**config.mk**
```make
export PLATFORM = sky130hd
export DESIGN_NAME = irq_moderator
export DESIGN_NICKNAME = d
export VERILOG_FILES = /design/src/rtl/irqmod_pkg.sv /design/src/rtl/irqmod_rst_sync.sv /design/src/rtl/irqmod_regs.sv /design/src/rtl/irqmod_delay_sel.sv /design/src/rtl/irqmod_window.sv /design/src/rtl/irq_moderator.sv
export SDC_FILE = /design/constraint.sdc
export NUM_CORES = 1
export LEC_CHECK = 0
export ABC_CLOCK_PERIOD_IN_PS = 4000
export CAP_MARGIN = 20
export CORE_MARGIN = 2
export CORE_UTILIZATION = 55
export CTS_CLUSTER_SIZE = 25
export DETAILED_ROUTE_END_ITERATION = 6
export PLACE_DENSITY = 0.87
export SKIP_LAST_GASP = 1
export SYNTH_ARGS = -nofsm -noshare
export SYNTH_HDL_FRONTEND = slang
export SYNTH_SLANG_ARGS = --single-unit
export TNS_END_PERCENT = 50
```
**constraint.sdc**
```tcl
create_clock -name clk -period 4 [get_ports clk]
set_clock_uncertainty 0.05 [all_clocks]
set_input_delay 0.6 -clock clk [delete_from_list [all_inputs] [get_ports clk]]
set_output_delay 0.6 -clock clk [all_outputs]
set_load 0.1 [all_outputs]
```
**src/rtl/irqmod_pkg.sv**
```systemverilog
package irqmod_pkg;

  localparam int DLY_W = 16;

  typedef enum logic [1:0] {
    SEL_RX_GATE  = 2'd0,
    SEL_RX_ABS   = 2'd1,
    SEL_TX_ABS   = 2'd2,
    SEL_THROTTLE = 2'd3
  } dly_sel_e;

  typedef struct packed {
    logic [DLY_W-1:0] rx_gate;
    logic [DLY_W-1:0] rx_abs;
    logic [DLY_W-1:0] tx_abs;
    logic [DLY_W-1:0] thr;
  } dly_regs_t;

endpackage

```
**src/rtl/irqmod_rst_sync.sv**
```systemverilog
module irqmod_rst_sync #(
  parameter int STAGES = 2
) (
  input  logic clk,
  input  logic rst_n,
  output logic rst_n_sync
);

  logic [STAGES-1:0] chain_q;

  // assert asynchronously, release after STAGES clean edges
  always_ff @(posedge clk or negedge rst_n) begin
    if (!rst_n) chain_q <= '0;
    else        chain_q <= {chain_q[STAGES-2:0], 1'b1};
  end

  assign rst_n_sync = chain_q[STAGES-1];

endmodule

```
**src/rtl/irqmod_regs.sv**
```systemverilog
module irqmod_regs
  import irqmod_pkg::*;
(
  input  logic             clk,
  input  logic             rst_n,
  input  logic             wr,
  input  logic [1:0]       addr,
  input  logic [DLY_W-1:0] wdata,
  output logic [DLY_W-1:0] rdata,
  output dly_regs_t        regs
);

  localparam int NREG = 4;

  logic [DLY_W-1:0] q   [NREG];
  logic [DLY_W-1:0] d   [NREG];
  logic [NREG-1:0]  wen;

  always_comb begin
    for (int i = 0; i < NREG; i++) begin
      wen[i] = wr && (addr == i[1:0]);
      d[i]   = wen[i] ? wdata : q[i];
    end
  end

  always_ff @(posedge clk or negedge rst_n) begin
    if (!rst_n) begin
      for (int i = 0; i < NREG; i++) q[i] <= '0;
    end else begin
      for (int i = 0; i < NREG; i++) q[i] <= d[i];
    end
  end

  assign rdata        = q[addr];
  assign regs.rx_gate = q[SEL_RX_GATE];
  assign regs.rx_abs  = q[SEL_RX_ABS];
  assign regs.tx_abs  = q[SEL_TX_ABS];
  assign regs.thr     = q[SEL_THROTTLE];

  // a write lands in the addressed register
  p_write_lands_r10: assert property (@(posedge clk) disable iff (!rst_n)
    wr |=> q[$past(addr)] == $past(wdata));

endmodule

```
**src/rtl/irqmod_delay_sel.sv**
```systemverilog
module irqmod_delay_sel
  import irqmod_pkg::*;
#(
  parameter int CAUSE_W   = 16,
  parameter int TXDW_BIT  = 0,
  parameter int TXQE_BIT  = 1,
  parameter int RXT_BIT   = 7,
  parameter int ABS_SHIFT = 2,
  parameter int OUT_W     = DLY_W + ABS_SHIFT
) (
  input  logic [CAUSE_W-1:0] pending,
  input  logic               ide_flag,
  input  dly_regs_t          regs,
  output logic [OUT_W-1:0]   delay
);

  localparam int NCAND = 3;

  logic             tx_hit;
  logic             rx_hit;
  logic [OUT_W-1:0] cand [NCAND];
  logic [OUT_W-1:0] best;

  always_comb begin
    tx_hit  = ide_flag && (pending[TXDW_BIT] || pending[TXQE_BIT]);
    rx_hit  = (regs.rx_gate != '0) && pending[RXT_BIT];
    cand[0] = tx_hit ? (OUT_W'(regs.tx_abs) << ABS_SHIFT) : '0;
    cand[1] = rx_hit ? (OUT_W'(regs.rx_abs) << ABS_SHIFT) : '0;
    cand[2] = OUT_W'(regs.thr);
    best    = '0;
    for (int i = 0; i < NCAND; i++) begin
      if (cand[i] != '0 && (best == '0 || cand[i] < best)) best = cand[i];
    end
  end

  assign delay = best;

  // throttle bounds the result from above whenever it is set
  always_comb begin
    if (regs.thr != '0) begin
      p_thr_bound_r7: assert (delay != '0 && delay <= OUT_W'(regs.thr));
    end
  end

endmodule

```
**src/rtl/irqmod_window.sv**
```systemverilog
module irqmod_window #(
  parameter int IN_W       = 18,
  parameter int UNIT_SHIFT = 8,
  parameter int CNT_W      = IN_W + UNIT_SHIFT
) (
  input  logic            clk,
  input  logic            rst_n,
  input  logic            arm,
  input  logic [IN_W-1:0] delay,
  input  logic            tick,
  output logic            running
);

  logic [CNT_W-1:0] cnt_q, cnt_d;
  logic             run_q, run_d;
  logic             load;

  always_comb begin
    load  = arm && (delay != '0);
    cnt_d = cnt_q;
    run_d = run_q;
    if (load) begin
      cnt_d = CNT_W'(delay) << UNIT_SHIFT;
      run_d = 1'b1;
    end else if (run_q && tick) begin
      cnt_d = cnt_q - CNT_W'(1);
      if (cnt_q == CNT_W'(1)) run_d = 1'b0;
    end
  end

  always_ff @(posedge clk or negedge rst_n) begin
    if (!rst_n) begin
      cnt_q <= '0;
      run_q <= 1'b0;
    end else begin
      cnt_q <= cnt_d;
      run_q <= run_d;
    end
  end

  assign running = run_q;

  // the caller only arms an idle timer
  p_arm_idle_r3: assert property (@(posedge clk) disable iff (!rst_n)
    arm |-> !run_q);
  // each tick removes exactly one from a live count
  p_count_down_r3: assert property (@(posedge clk) disable iff (!rst_n)
    run_q && tick && !arm && cnt_q > CNT_W'(1) |=> run_q && cnt_q == $past(cnt_q) - CNT_W'(1));
  // a zero delay never starts the timer
  p_zero_no_arm_r4: assert property (@(posedge clk) disable iff (!rst_n)
    arm && delay == '0 |=> !run_q);

endmodule

```
**src/rtl/irq_moderator.sv**
```systemverilog
module irq_moderator
  import irqmod_pkg::*;
#(
  parameter int CAUSE_W    = 16,
  parameter int TXDW_BIT   = 0,
  parameter int TXQE_BIT   = 1,
  parameter int RXT_BIT    = 7,
  parameter int ABS_SHIFT  = 2,
  parameter int UNIT_TICKS = 256
) (
  input  logic               clk,
  input  logic               rst_n,
  input  logic               mit_enable,
  input  logic               ns_tick,
  input  logic [CAUSE_W-1:0] irq_cause,
  input  logic [CAUSE_W-1:0] irq_mask,
  input  logic               dly_wr,
  input  logic [1:0]         dly_addr,
  input  logic [DLY_W-1:0]   dly_wdata,
  output logic [DLY_W-1:0]   dly_rdata,
  input  logic               txd_strobe,
  input  logic               txd_dly_en,
  output logic               irq_line
);

  localparam int SEL_W      = DLY_W + ABS_SHIFT;
  localparam int UNIT_SHIFT = $clog2(UNIT_TICKS);

  logic             rst_n_s;
  dly_regs_t        regs;
  logic [CAUSE_W-1:0] pending;
  logic             pend_any;
  logic             level_q, level_d;
  logic             ide_q, ide_d;
  logic             running;
  logic             rise;
  logic             compute;
  logic [SEL_W-1:0] delay;

  irqmod_rst_sync #(.STAGES(2)) u_rst (
    .clk        (clk),
    .rst_n      (rst_n),
    .rst_n_sync (rst_n_s)
  );

  irqmod_regs u_regs (
    .clk   (clk),
    .rst_n (rst_n_s),
    .wr    (dly_wr),
    .addr  (dly_addr),
    .wdata (dly_wdata),
    .rdata (dly_rdata),
    .regs  (regs)
  );

  irqmod_delay_sel #(
    .CAUSE_W   (CAUSE_W),
    .TXDW_BIT  (TXDW_BIT),
    .TXQE_BIT  (TXQE_BIT),
    .RXT_BIT   (RXT_BIT),
    .ABS_SHIFT (ABS_SHIFT),
    .OUT_W     (SEL_W)
  ) u_sel (
    .pending  (pending),
    .ide_flag (ide_q),
    .regs     (regs),
    .delay    (delay)
  );

  irqmod_window #(
    .IN_W       (SEL_W),
    .UNIT_SHIFT (UNIT_SHIFT)
  ) u_win (
    .clk     (clk),
    .rst_n   (rst_n_s),
    .arm     (compute),
    .delay   (delay),
    .tick    (ns_tick),
    .running (running)
  );

  // edge tracking and flag next state
  always_comb begin
    pending  = irq_mask & irq_cause;
    pend_any = |pending;
    rise     = !level_q && pend_any;
    compute  = rise && !running && mit_enable;
    level_d  = (rise && running) ? 1'b0 : pend_any;
    ide_d    = (ide_q && !compute) || (txd_strobe && txd_dly_en);
  end

  always_ff @(posedge clk or negedge rst_n_s) begin
    if (!rst_n_s) begin
      level_q <= 1'b0;
      ide_q   <= 1'b0;
    end else begin
      level_q <= level_d;
      ide_q   <= ide_d;
    end
  end

  assign irq_line = level_q;

  // a low line stays low while the window runs
  p_hold_low_r3: assert property (@(posedge clk) disable iff (!rst_n_s)
    running && !level_q |=> !irq_line);
  // a rise is always backed by a pending cause
  p_rise_backed_r2: assert property (@(posedge clk) disable iff (!rst_n_s)
    $rose(irq_line) |-> $past(pend_any));
  // disabled mitigation never starts a window
  p_no_arm_off_r9: assert property (@(posedge clk) disable iff (!rst_n_s)
    !mit_enable && !running |=> !running);
  // a computation consumes the delay-enable flag
  p_ide_consumed_r8: assert property (@(posedge clk) disable iff (!rst_n_s)
    compute && !(txd_strobe && txd_dly_en) |=> !ide_q);

endmodule

```
==> impl_metrics.toml <==
[status]
status = "finished, violations left"
violations = "setup timing"

[critical_path]
cp-start-kind = "flop"
crit_required_ps = 4220
end_kind = "flop"
cp.arrival_ps = 5830
critPathMaxFanout = 6
worstSetupPathType = "flop to flop"

[floorplan]
die_area_mm2 = 0.01152
chipWidth_um = 107.3
fp-row-count = 37
design.core.area_mm2 = 0.01037
fp.dieH_um = 107.3
io_pins = 74
initial_core_util = 0.5665

[clocking]
cts_tree = "built"
cts.sinks = 95
cts_made_buffers = 9
htree_levels = 3
ctsRootBufferMaster = "clkbuf_8"
clk_pin_slew_ps = 110
cts_hold_buf = 0
clock_latency_ps = 400
clockBufferDepth = 2

[cells_and_area]
final_cells = 906
drive_above_1_share = 0.4468
area_growth_pct = 50.14
antenna_cells = 0
finalNetCount = 852

[sta]
layout_min_cycle_time_ps = 5604
grt_setup_unrepaired = "true"
worst_slew_pin_slew_ps = 1131
whs_ps = 163.4
timing.fmax_mhz = 178.4
fin_ws_ps = -1604
relSlewSlack = 0.2439
fin_crit_sh = 1.401
final_max_slew_viol_count = 0
finalHoldViolCount = 0
setup_viol = 18

[synthesis]
synth_nets = 637
yosysSeqAreaShare = 0.4047
synth_compound_area_frac = 0.1338
synth-simple-area-share = 0.1478
synthMuxAreaShare = 0.1917
synth_top_family_by_area = "multiplexers"
syn_avg_cell_area_um2 = 10.68
ys.flop_type = "dfrtp_1"
yosys.cell_types.count = 60
synth_area_mm2 = 0.005874
synth_top_area_frac = 0.4047
synth_top_area_cell = "dfrtp_1"
yosys-top-cells-area = "dfrtp_1 (40%), mux2_2 (12%), ha_1 (6.4%)"
ys_async_sr_fraction = 1.000
synth_adder_area_share = 0.06390
synthXorXnorAreaFrac = 0.03429
synth-seq-cells = 95
netlist_instances = 550
yosysWarnings = 0
synth_edf_count = 0

[routing]
wl_mm = 24.05
drt-met1-wl_mm = 8.563
vias = 6181
wl_per_cell_um = 26.54
wl_met3_mm = 2.489
firstDrtPassIters = 5
postRouteAntennaNets = 0
drc = 0
wl_met2_mm = 11.48
dr.max_layer_used = "met4"
drt_iter0_markers = 723
routed_via_density = 6.822

[grt]
grt_pass1_vias = 6366
grt_usage = 0.3971
grt_max_degree = 94
grt_remaining_overflow = 0
grt_pass1_wl_mm = 34.48
grt_antenna_before_repair = 0

[power]
p_sw_frac = 0.4279
powerDensity_mw_per_mm2 = 510.6
seq_power_share = 0.336
combPwrFrac = 0.506
clock_power_share = 0.158
power_switching_w = 0.001927
p_leak_nw = 3.770
p_int_w = 0.002577
peakVddDrop_uv = 471.1

[run]
drv_cap = 0

[placement]
numPortBuffers = 73
dpl.cell_count = 872
place.gp.congestion = 0.9434
dpl.hpwl_mm = 14.69

[worst_hold_path]
min_path_type = "flop to async pin"
==> per-layer routing <==
metal / track usage / vias to the layer above
met1: 0.4851 / 3005
met5: 0 / -
met3: 0.1077 / 166
li1: - / 2519
met4: 0.1712 / 0
met2: 0.6623 / 491
==> cells in the mapped netlist, drive strengths merged (16+ instances only) <==
cell type	count
and2	18
o21ai	17
mux4	16
nor4	21
dfrtp	95
ha	30
clkbuf	16
a21oi	30
mux2	67
nor2	45
nand2	42
==> cell families (layout without fill, tap and decap cells) <==
group                      after synthesis  in the layout
AOI/OAI and AO/OA                      109            109
xor gates and xnor gates                23             23
adders and majority gates               30             30
buffers and inverters                   34            254
DFF                                     95             95
muxes                                   83             83
other                                    1              1
and+or+nand+nor                        175            175
==> power groups by stage <==
stage          clock (W)  sequential, W  combinational [W]
2_1_floorplan          0        0.00141            0.00117
3_3_place_gp           0        0.00147            0.00186
3_5_place_dp           0        0.00150            0.00194
4_1_cts         0.000699        0.00149            0.00209
5_1_grt         0.000743        0.00153            0.00239
6_report        0.000711        0.00152            0.00228
==> timing repair <==
item / CTS / global route
gates cloned: 1 / 1
setup endpoints to repair: 18 / 18
pin swaps: 31 / 19
gates resized for setup: 65 / 15
buffers inserted: 13 / 3
==> registers in the layout, indices dropped and copies added (netlist names) <==
register,cells
u_rst.chain_q,2
u_win.cnt_q,26
ide_q,1
u_win.running,1
irq_line,1
u_regs.regs,64
==> final timing paths <==
check,from,to,slack [ps],cells past startpoint
max,u_regs.regs[57]$_DFFE_PN0P_,u_win.cnt_q[13]$_DFFE_PN0P_,-1600,25
min,u_rst.chain_q[1]$_DFF_PN0_,u_regs.regs[50]$_DFFE_PN0P_,160,0
max reg2reg,u_regs.regs[57]$_DFFE_PN0P_,u_win.cnt_q[13]$_DFFE_PN0P_,-1600,25
min in group clk,u_rst.chain_q[0]$_DFF_PN0_,u_rst.chain_q[1]$_DFF_PN0_,320,0
min reg2reg,u_rst.chain_q[1]$_DFF_PN0_,u_regs.regs[50]$_DFFE_PN0P_,160,0
max in group asynchronous,u_rst.chain_q[1]$_DFF_PN0_,u_win.cnt_q[25]$_DFFE_PN0P_,3080,1
==> through the flow <==
stage / TNS, ps / utilization / instance area [um^2] / total power, W / setup WS (ps)
floorplan: -14030 / - / 6063 / 0.002582 / -872.1
global placement: -25400 / 0.7730 / 8016 / 0.003326 / -1497
detailed placement: -30010 / 0.7730 / 8016 / 0.003439 / -1750
CTS: -19380 / 0.8366 / 8676 / 0.004283 / -1145
global route: -30340 / 0.8505 / 8820 / 0.004660 / -1757
finish: -27630 / 0.8505 / 8820 / 0.004504 / -1604
==> cell type report <==
class / instances / area [um^2]
clock buffer: 9 / 123.9
clock inverter: 7 / 90.09
fill: 470 / 1550
inverter: 14 / 52.55
multi-input combinational: 421 / 3910
sequential: 95 / 2381
tap: 136 / 170.2
timing repair buffer: 224 / 2092
==> worst max-delay path, cell delays in order (launching register included) <==
cell	delay, ps
dfrtp_1	420
nor4_2	330
buf_4	190
a41oi_4	170
buf_6	190
and2_4	170
ha_2	300
nand4_1	200
nor2_1	190
o31a_1	230
buf_4	160
o21ai_0	110
buf_4	190
a21oi_1	170
a21o_1	140
inv_1	50
ha_1	190
a211oi_2	260
o21ai_1	130
a21oi_2	250
o211ai_1	200
buf_4	190
a31oi_4	160
a2111o_1	200
o22ai_1	200
a221o_1	420
==> cells in the final DEF (no fill, tap or decap), drive strengths merged, types with 9 or more instances in the layout <==
master and instances:
a21oi 30, and2 18, buf 167, clkbuf 9, clkdlybuf4s50 57, dfrtp 95, ha 30, inv 16
mux2 67, mux4 16, nand2 42, nand3 10, nor2 45, nor3 13, nor4 21, o21ai 17
xnor2 14, xor2 9
(Power assumes the default switching activity.)
